### src/rtl/dac_chain_master.sv
module dac_chain_master #(
  parameter int NUM_DEV = 3,
  parameter int DIV_W   = 8,
  parameter int IDX_W   = (NUM_DEV > 1) ? $clog2(NUM_DEV) : 1
) (
  input  logic             clk,
  input  logic             rst_n,
  input  logic             start,
  input  logic [IDX_W-1:0] dev_sel,
  input  logic [3:0]       op,
  input  logic [15:0]      value,
  input  logic [DIV_W-1:0] half_div,
  output logic             sck,
  output logic             mosi,
  output logic             sel_n,
  output logic             busy,
  output logic             done
);
  localparam int BITS  = 32 * NUM_DEV;
  localparam int CNT_W = $clog2(BITS + 1);
  localparam logic [3:0] NOP = 4'hF;

  typedef enum logic [2:0] {S_IDLE, S_LEAD, S_SHIFT, S_TAIL, S_GAP} state_t;
  state_t state;

  logic [DIV_W-1:0] cnt, half_q, lim;
  logic [CNT_W-1:0] bit_cnt, hit_word, nxt, start_hw;
  logic [3:0]       op_q;
  logic [15:0]      val_q;
  logic             tick, last_bit;

  function automatic logic pick(input logic [CNT_W-1:0] b, input logic [CNT_W-1:0] hw,
                                input logic [3:0] o, input logic [15:0] v);
    logic [31:0] w;
    w = ((b >> 5) == hw) ? {8'h00, o, 4'h0, v} : {8'h00, NOP, 4'h0, 16'h0000};
    return w[~b[4:0]];
  endfunction

  assign lim      = (half_q == '0) ? DIV_W'(1) : half_q;
  assign tick     = (cnt == lim - DIV_W'(1));
  assign busy     = (state != S_IDLE);
  assign last_bit = (bit_cnt == CNT_W'(BITS - 1));
  assign nxt      = bit_cnt + CNT_W'(1);
  assign start_hw = CNT_W'(NUM_DEV - 1) - CNT_W'(dev_sel);

  always_ff @(posedge clk) begin
    if (!rst_n) begin
      state    <= S_IDLE;
      cnt      <= '0;
      half_q   <= '0;
      bit_cnt  <= '0;
      hit_word <= '0;
      op_q     <= '0;
      val_q    <= '0;
      sck      <= 1'b0;
      mosi     <= 1'b0;
      sel_n    <= 1'b1;
      done     <= 1'b0;
    end else begin
      done <= 1'b0;
      if (state == S_IDLE) cnt <= '0;
      else                 cnt <= tick ? '0 : cnt + DIV_W'(1);
      case (state)
        S_IDLE: if (start) begin
          half_q   <= half_div;
          hit_word <= start_hw;
          op_q     <= op;
          val_q    <= value;
          bit_cnt  <= '0;
          mosi     <= pick('0, start_hw, op, value);
          sel_n    <= 1'b0;
          state    <= S_LEAD;
        end
        S_LEAD: if (tick) begin
          sck   <= 1'b1;
          state <= S_SHIFT;
        end
        S_SHIFT: if (tick) begin
          if (sck) begin
            sck <= 1'b0;
            if (last_bit) state <= S_TAIL;
            else begin
              bit_cnt <= nxt;
              mosi    <= pick(nxt, hit_word, op_q, val_q);
            end
          end else begin
            sck <= 1'b1;
          end
        end
        S_TAIL: if (tick) begin
          sel_n <= 1'b1;
          mosi  <= 1'b0;
          state <= S_GAP;
        end
        S_GAP: if (tick) begin
          state <= S_IDLE;
          done  <= 1'b1;
        end
        default: state <= S_IDLE;
      endcase
    end
  end
endmodule


### config.mk
export PLATFORM = sky130hd
export DESIGN_NAME = dac_chain_master
export DESIGN_NICKNAME = d
export VERILOG_FILES = /design/src/rtl/dac_chain_master.sv
export SDC_FILE = /design/constraint.sdc
export NUM_CORES = 1
export LEC_CHECK = 0
export ABC_AREA = 1
export BUFFER_PORTS_ARGS = -buffer_cell sky130_fd_sc_hd__buf_2
export CAP_MARGIN = 20
export CORE_ASPECT_RATIO = 0.7
export CORE_MARGIN = 2
export CORE_UTILIZATION = 43
export CTS_CLUSTER_DIAMETER = 30
export CTS_CLUSTER_SIZE = 40
export DETAILED_ROUTE_END_ITERATION = 8
export SLEW_MARGIN = 30
export SYNTH_ARGS = -nofsm -noshare
export SYNTH_HDL_FRONTEND = slang
export SYNTH_SLANG_ARGS = --single-unit
### constraint.sdc
create_clock -name clk -period 3.1 [get_ports clk]
set_input_delay 0.465 -clock clk [delete_from_list [all_inputs] [get_ports clk]]
set_output_delay 0.465 -clock clk [all_outputs]
set_load 0.03 [all_outputs]
### Word-level counts from Yosys, hierarchy flattened

Index checks and enable logic that the tools add are counted.
W data, S select, Z words.

| word-level totals | value |
|---|---|
| memories kept | 0 |
| ROM bits | 0 |
| bits in latches | 0 |
| bits of input ports | 33 |
| register bits | 57 |
| output and inout port bits | 5 |
| RAM bits | 0 |

| operators by class | value |
|---|---|
| shift operators | 0 |
| order comparisons | 1 |
| bitwise operators | 2 |
| reduce and logical (&&, ||, !) cells | 15 |
| $add $sub $neg | 4 |
| $mul | 0 |
| equality and inequality tests | 15 |
| divide/modulo/power cells | 0 |
| multiplexer cells | 30 |

Operator list:

| kind | number |
|---|---|
| $mux W7 | 4 |
| $mux W24 | 1 |
| $mux W3 | 7 |
| $ne A2 B2 Y1 const B | 8 |
| $pmux W3 S5 | 1 |
| $pmux W7 S2 | 1 |
| $mux W1 | 11 |
| $add A8 B1 Y8 const B | 1 |
| $eq A8 B8 Y1 | 1 |
| $logic_not A8 Y1 | 1 |
| $mux W8 | 1 |
| $sub A8 B1 Y8 const B | 1 |
| $add A7 B1 Y7 const B | 1 |
| $eq A2 B7 Y1 | 1 |
| $eq A7 B7 Y1 const B | 1 |
| $reduce_and A7 Y1 | 1 |
| $eq A3 B2 Y1 const B | 2 |
| $lt A5 B6 Y1 const B | 1 |
| $reduce_and A3 Y1 | 2 |
| $reduce_and A6 Y1 | 1 |
| $reduce_bool A2 Y1 | 3 |
| $reduce_bool A3 Y1 | 2 |
| $bmux W1 S5 | 1 |
| $not A5 Y5 | 1 |
| 10 further kinds | 12 |

### Logic depth before layout (Yosys ltp)

Gate-level depths: netlist (run 1).

| logic depth | value |
|---|---|
| word-level depth | 9 |
| depth in mapped cells | 22 |

### Least setup slack after synthesis (run 1)

OpenSTA, ideal clock, no wires.

| timing | value |
|---|---|
| kind | register to register |
| start | reg half_q[3] |
| end | reg state[0] |
| arrival | 2,075 ps |
| setup slack | 910 ps |
| data required time | 2,985 ps |
| period minus slack after synthesis | 2,190 ps |
| cell stages (with the launch flop) | 20 |
| cell sequence | dfxtp_1 -> inv_2 -> nand2_2 -> nor2_4 -> nand2_2 -> nand2_2 -> inv_2 -> ha_1 -> xor2_1 -> nand3_1 -> a21oi_1 -> nand2_1 -> nor2_4 -> nand2_4 -> nand2_2 -> nand2_1 -> nor2_2 -> nand3_1 -> nand2_1 -> nor2_1 |

| between the ends | value |
|---|---|
| longest elaborated chain between the ends | 6 |
| elaborated cells on any way between the ends | 9 |
| classes of those cells | add/sub: 1; eq/ne: 5; mux: 1; reduce/logical: 2 |

RTL lines:

| element | line | text |
|---|---|---|
| from (decl) | 26 | `logic [DIV_W-1:0] cnt, half_q, lim;` |
| from (signal assigned) | 65 | `half_q <= half_div;` |
| $logic_not A8 Y1 | 39 | `assign lim = (half_q == '0) ? DIV_W'(1) : half_q;` |
| $mux W8 * | 39 |  |
| $sub A8 B1 Y8 * | 40 | `assign tick = (cnt == lim - DIV_W'(1));` |
| $eq A8 B8 Y1 * | 40 |  |
| $ne A2 B2 Y1 (no line) | n/a |  |
| $reduce_and A7 Y1 (no line) * | n/a |  |
| to (signal assigned) | 48 | `state <= S_IDLE;` |
| to (signal assigned) | 72 | `state <= S_LEAD;` |
| to (signal assigned) | 76 | `state <= S_SHIFT;` |
| to (decl) | 24 | `state_t state;` |

Every way passes the cells marked *; elsewhere a longest branch is shown, timed or not.
A chain may end at the register's enable or synchronous reset.

### Worst setup path in the final report (run 1)

| timing | value |
|---|---|
| start | reg half_q[4] |
| end | reg state[1] |

The elaborated chain is that of the path after synthesis.

==> results of run 1 <==
[cells by family (layout without fill, tap and decap cells)]
family,count (synthesis),in the layout,synth area share [%]
compound gates,88,88,17.27
buf+inv,64,97,8.955
flops,53,53,38.55
fa+ha+maj,4,4,1.818
xor+xnor,12,12,3.818
simple gates,175,175,29.59
[sequential cells by signal (all words and copies together), names as in the netlist]
register,flops
val_q,16
cnt,8
half_q,8
bit_cnt,7
op_q,4
hit_word,3
state,3
done,1
mosi,1
sck,1
sel_n,1
[worst max-delay path: stages (launching register included)]
cell and delay [ns]:
dfxtp_1 0.33, inv_2 0.09, nand2_1 0.10, nor2_4 0.12, nand2_2 0.09, nand2_2 0.08, inv_2 0.04, ha_1 0.29
xor2_1 0.15, nand3_1 0.09, a21oi_1 0.11, nand2_1 0.09, nor2_4 0.15, nand2_4 0.12, a21boi_4 0.19, nand3_1 0.11
nand2_1 0.08, nand2_1 0.04, nor2_1 0.09
[layout make-up]
class | instances | area, sq um
clock buffers | 7 | 76.32
clock inverters | 1 | 7.507
fillers | 644 | 3123
inverters | 50 | 192.7
multi-input cells | 279 | 1445
flip-flops and latches | 53 | 1061
well taps | 78 | 97.59
repair buffers | 39 | 212.7
[cells in the mapped netlist]
cell	number	area share, %
nand2_1	71	9.7
dfxtp_1	53	39
a21oi_1	45	8.2
nand3_1	41	7.5
inv_1	39	5.3
nor2_1	37	5.0
o21ai_0	29	5.3
clkbuf_1	11	1.5
xor2_1	11	3.5
inv_2	10	1.4
o21ai_1	6	1.1
nand2_2	5	1.1
ha_1	4	1.8
nand4_1	4	0.91
o211ai_1	4	1.1
nand2_4	3	1.2
nor2_2	3	0.68
nor3_1	3	0.55
buf_1	2	0.27
nor2_4	2	0.82
nor3b_1	2	0.55
a21boi_4	1	0.68
a21oi_2	1	0.32
a32o_1	1	0.36
and3_1	1	0.23
buf_2	1	0.18
clkinv_4	1	0.32
nand3_2	1	0.36
nor3_2	1	0.36
nor3_4	1	0.59
o21bai_1	1	0.27
xnor2_1	1	0.32
[layer usage]
layer	up-vias	part of all wire, %
met5	-	0
met4	0	0.46
met3	2	2.8
met2	30	41
met1	1110	55
li1	1360	-
[through the flow]
step                      hold slack, ns  utilization [%]  cells
after CTS                         0.4234            49.76    507
after floorplan                   0.4232                -    396
after global placement            0.4411            48.41    499
after detailed placement          0.4453            48.41    499
after global routing              0.4210            49.76    507
final                             0.4314            49.76    507
[power by group]
group / internal, uW / leakage (uW) / switching, uW
clock network: 161 / 0.0000385 / 222
registers: 845 / 0.000435 / 103
logic: 522 / 0.000907 / 1000
total: 1530 / 0.00138 / 1330
[final timing paths]
kind	from	to	cells after the start
setup reg to reg	half_q[4]	state[1]	18
hold / removal	value[14]	val_q[14]	3
hold reg to reg	val_q[1]	val_q[1]	2
setup / recovery	half_q[4]	state[1]	18
==> metrics.md, run 1 <==
| Metric | Value |
|---|---|
| # clock sinks | 53 |
| Post-synthesis cell type count | 32 |
| Leakage | 0.001380 uW |
| Fin. Hold Viols | 0 |
| Post-Synthesis Cells | around 400 |
| Count of pins over their slew limit | 0 |
| Die height | around 70 um |
| Rel. slew slack | around 63% |
| Vias per cell | 4.935 |
| Die width | 99.63 um |
| Clock buffer count from CTS | 5 |
| Core area | roughly 6200 sq um |
| Routed WL | approximately 6.2 mm |
| Max Cap Viol | 0 |
| Mapped Nets | 433 |
| Starting density of the core | between 40 and 50% |
| Setup crit end kind | register |
| Fmax | just over 400 MHz |
| Mean area per synthesized cell | 6.951 sq um |
| Post-CTS Resized | 0 |
| IO buf count | 37 |
| Actual slew at the worst max-slew pin | ~0.56 ns |
| Clk slew on worst S/H paths | ~0.1 ns |
| DP Wirelength | approximately 4.6 mm |
| Sequential share of the synthesized area | between 30 and 40% |
| Commonest non-fill, non-tap cell in the layout | nand2_1 |
| Met2 Use GR | between 20% and 30% |
| CTS tree | done |
| Grt peak-use layer | met1 |
| Power Dens Cells | 923.1 nW/um^2 |
| Skew final | around 0.0092 ns |
| Pre-CTS WS | ~0.68 ns |
| Tcrit/Tclk final | about four fifths |
| Die ar. | just over 7000 sq um |
| VDD IR-drop max | roughly 540 uV |
| Area Growth Syn to Fin | 12.36% |
| H-tree levels | 2 |
| First-pass GRT wire length | between 10 and 15 mm |
| Top Ports | 38 |
| DRT Pass-1 Iters | 4 |
| DRC Markers | 0 |
| Final WS setup | around 0.67 ns |
| Initial antenna violation count | 0 |
| Ys Warns | 0 |
| Setup TNS | 0 ns |
| Design area | approximately 3100 sq um |
| Crit path DAT | around 2.7 ns |
| Met3 usage | 4.150% |
| Worst skew pair latency | roughly 0.3 ns |
| CP Launch Type | register |
| R2R setup slack | between 0.6 and 0.7 ns |
| Cell Rows | 24 |
| Final antenna-violating net count | 0 |
| Vias in the first global route | between 2,000 and 2,500 |
| RSZ-0062 raised after global routing | no |
| Met1 Use GR | 28.84% |
| Critical Path RT | roughly 3.3 ns |
| Outcome | complete, no violations |
| Final Power | ~2900 uW |
| FF+latch count, synth | 53 |
| Gpl congestion | around 0.85 |
| Initial DRC Count | between 100 and 150 |
| Final #Nets | approximately 470 |
| WS Path Type | reg2reg |
| Most frequent cells in the layout | 71 x nand2_1, 53 x dfxtp_1, 45 x a21oi_1 |
| GRT Total Usage | 18.53% |
| Placed cell areas | 3009 sq um |
| Root Buffer | clkbuf_8 |
| Minimum clock period | between 2 and 2.5 ns |
| ANT cells | 0 |
| Post-CTS setup buffers | 0 |
| Largest net degree at the start of global routing | 40 |
| Wire length per cell | approximately 12 um |
| Layout cells sized above 1 | between 10% and 20% |
| Clock buffer depth | 2 |
| Mapped Area | ~2800 sq um |
| Grt total ovfl | 0 |
| Post-CTS Hold Fix Bufs | 0 |
| Worst min-delay path category | in2reg |
| CP Max Fanout | 9 |
| Setup-failing EPs final | 0 |
| Total number of vias | ~2,500 |
(Power assumes the default switching activity.)
==> run 2: changes to the inputs <==
==> constraint.sdc (replaced) <==
create_clock -name clk -period 2.1 [get_ports clk]
set_input_delay 0.315 -clock clk [delete_from_list [all_inputs] [get_ports clk]]
set_output_delay 0.315 -clock clk [all_outputs]
set_load 0.03 [all_outputs]
==> metrics.md, run 2 (same netlist as run 1, synthesis figures left out) <==
| Metric | Value |
|---|---|
| Fin. Hold Viols | 0 |
| Initial antenna violation count | 0 |
| Top Ports | 38 |
| Die ar. | around 7000 sq um |
| DP Wirelength | approximately 4.6 mm |
| Max Cap Viol | 0 |
| Final WS setup | -0.1840 ns |
| Count of pins over their slew limit | 0 |
| Largest net degree at the start of global routing | 34 |
| Worst Hold End | val_q[4] |
| Critical-path top delay cell | dfxtp_2 |
| Final #Nets | roughly 500 |
| Violated checks | negative setup slack |
| Sw power | 2163 uW |
| Most frequent cells in the layout | 66 x nand2_1, 49 x dfxtp_1, 42 x a21oi_1 |
| Top Registers | val_q (16), cnt (8), half_q (8) |
| Vias in the first global route | around 2,400 |
| Max incr delay on CP | ~0.34 ns |
| CP dominant cell by count | nand2_2 |
| WHS Path Cells | 3 |
| Grt total ovfl | 0 |
| Post-Place Cells | 522 |
| Setup-failing EPs final | 19 |
| Die width | roughly 100 um |
| Clk slew on worst S/H paths | about 0.10 ns |
| Total number of vias | approximately 2,600 |
| Max reg flops | 16 |
| CP Max Fanout | 10 |
| Wire length per cell | 11.73 um |
| WS Path Type | reg2reg |
| Core Util, Final | a little under three fifths |
| Comb pwr share | roughly 59% |
| Vias per cell | 4.835 |
| Actual slew at the worst max-slew pin | about 0.6 ns |
| Reg2Reg Depth | 18 |
| Layout cells sized above 1 | roughly 28% |
| # clock sinks | 53 |
| Worst min-delay path category | in2reg |
| Sequential power share | between 20% and 30% |
| Final antenna-violating net count | 0 |
| Critical Path RT | between 2 and 2.5 ns |
| Placed cell areas | between 3000 and 4000 sq um |
| Die height | slightly above 70 um |
| Cell internal pwr | between 2000 and 3000 uW |
| VDD IR-drop max | approximately 570 uV |
| Root Buffer | clkbuf_8 |
| Design area | 3442 sq um |
| Setup crit end kind | register |
| Crit path DAT | ~2.5 ns |
| Hold Crit Start | value[4] |
| Worst reg2reg endpoint | bit_cnt[1] |
| Gpl congestion | just over 0.8 |
| ANT cells | 0 |
| Worst skew pair latency | about 0.31 ns |
| DRC Markers | 0 |
| Starting density of the core | approximately 44% |
| Minimum clock period | between 2 and 2.5 ns |
| GRT Total Usage | ~19% |
| CP Launch Type | register |
| Top reg by flops | val_q |
| Tcrit/Tclk final | 108.8% |
| Core area | roughly 6200 sq um |
| Commonest non-fill, non-tap cell in the layout | nand2_1 |
| Power Dens Cells | between 1000 and 1500 nW/um^2 |
| CTS tree | done |
| Routed WL | 6.336 mm |
| Sw frac | 44.83% |
| RSZ-0062 raised after global routing | yes |
| FF-to-FF Start | half_q[2] |
| Leakage | 0.001562 uW |
| Area Growth Syn to Fin | 25.05% |
| CP Cell Sequence | inv_2 -> nand2_2 -> nor2_4 -> nand2_2 -> nand2_2 -> inv_2 -> ha_4 -> xor2_1 -> nand3_1 -> a21oi_2 -> nand2_2 -> nor2_4 -> nand2_4 -> nand2_4 -> nand2_8 -> clkinv_4 -> nand3_1 -> a21oi_1 |
| First-pass GRT wire length | approximately 11 mm |
| R2R setup slack | -0.18 ns |
| Initial DRC Count | approximately 110 |
| Non-Filler Instances | 540 |
| H-tree levels | 2 |
| Skew final | roughly 0.0055 ns |
| Setup TNS | -1.474 ns |
| IO buf count | 37 |
| Pre-CTS WS | -0.1164 ns |
| Outcome | complete, but fails checks |
| Clock buffer count from CTS | 5 |
| CP startpoint | half_q[2] |
| Fmax | around 440 MHz |
| DRT Pass-1 Iters | 4 |
| Rel. slew slack | between 50% and 60% |
| Clock share of power | 12.2% |
| Cell Rows | 24 |
| Clock buffer depth | 2 |
run 2: cell count changes in the layout (fill, tap and decap cells not counted), moves of 4 or more:
| cell | before | now |
|---|---|---|
| buf_4 | 1 | 33 |
| dfxtp_1 | 53 | 49 |
| dfxtp_2 | 0 | 4 |
| nand2_1 | 71 | 66 |
| nand2_2 | 5 | 10 |
run 2: layer usage:
layer / global-route usage (%) / wire length (um) / share of wire (%)
met5: 0 / 0 / 0
met2: 29.50 / 2678 / 42
met4: 3.805 / 72 / 1.1
met3: 4.743 / 213 / 3.4
met1: 27.93 / 3372 / 53
run 2: critical path, delay by kind of cell, from the launching register on:
family,cells,cell delay [ns]
AO/OA/AOI/OAI,2,0.27
XOR/XNOR,1,0.13
adder cells (fa/ha/maj),1,0.25
buffers and inverters,3,0.20
flip-flops,1,0.34
AND/OR/NAND/NOR,11,1.02
run 2: cell type report:
class / count / area [sq um]
Clock buffer: 5 / 68.82
Clock inverter: 3 / 21.27
Fill cell: 602 / 2774
Inverter: 50 / 192.7
Multi-Input combinational cell: 279 / 1523
Sequential cell: 53 / 1066
Tap cell: 78 / 97.59
Timing Repair Buffer: 72 / 473.0
run 2: power by group through the flow:
stage | clock network, uW | logic (uW) | registers [uW]
after detailed placement | 0 | 2520 | 1420
final | 591 | 2830 | 1400
after CTS | 622 | 2730 | 1400
after global routing | 662 | 3180 | 1440
after floorplan | 0 | 1790 | 1430
after global placement | 0 | 2510 | 1420
run 2: per-stage QoR:
| stage | power [uW] | hold slack (ns) |
|---|---|---|
| 2_1_floorplan | 3217 | 0.4232 |
| 3_3_place_gp | 3927 | 0.4409 |
| 3_5_place_dp | 3936 | 0.4418 |
| 4_1_cts | 4748 | 0.2545 |
| 5_1_grt | 5277 | 0.2549 |
| 6_report | 4826 | 0.2643 |
run 2: what timing repair did:
| action | 4_1_cts | 5_1_grt |
|---|---|---|
| endpoints found under the setup margin | 20 | 22 |
| hold buffers | 0 | 0 |
| endpoints found under the hold margin | 0 | 0 |
| resized for setup | 9 | 11 |
| buffers inserted | 8 | 2 |
| pin swaps | 5 | 10 |
| gates cloned | 0 | 0 |
run 2: worst max path at each step:
stage	end	slack (ns)	cells after the start
6_report	bit_cnt[1]	-0.18	18
2_1_floorplan	state[0]	-0.008	19
4_1_cts	state[0]	-0.13	19
5_1_grt	bit_cnt[1]	-0.32	18
3_3_place_gp	state[0]	-0.04	19
3_5_place_dp	mosi	-0.12	17
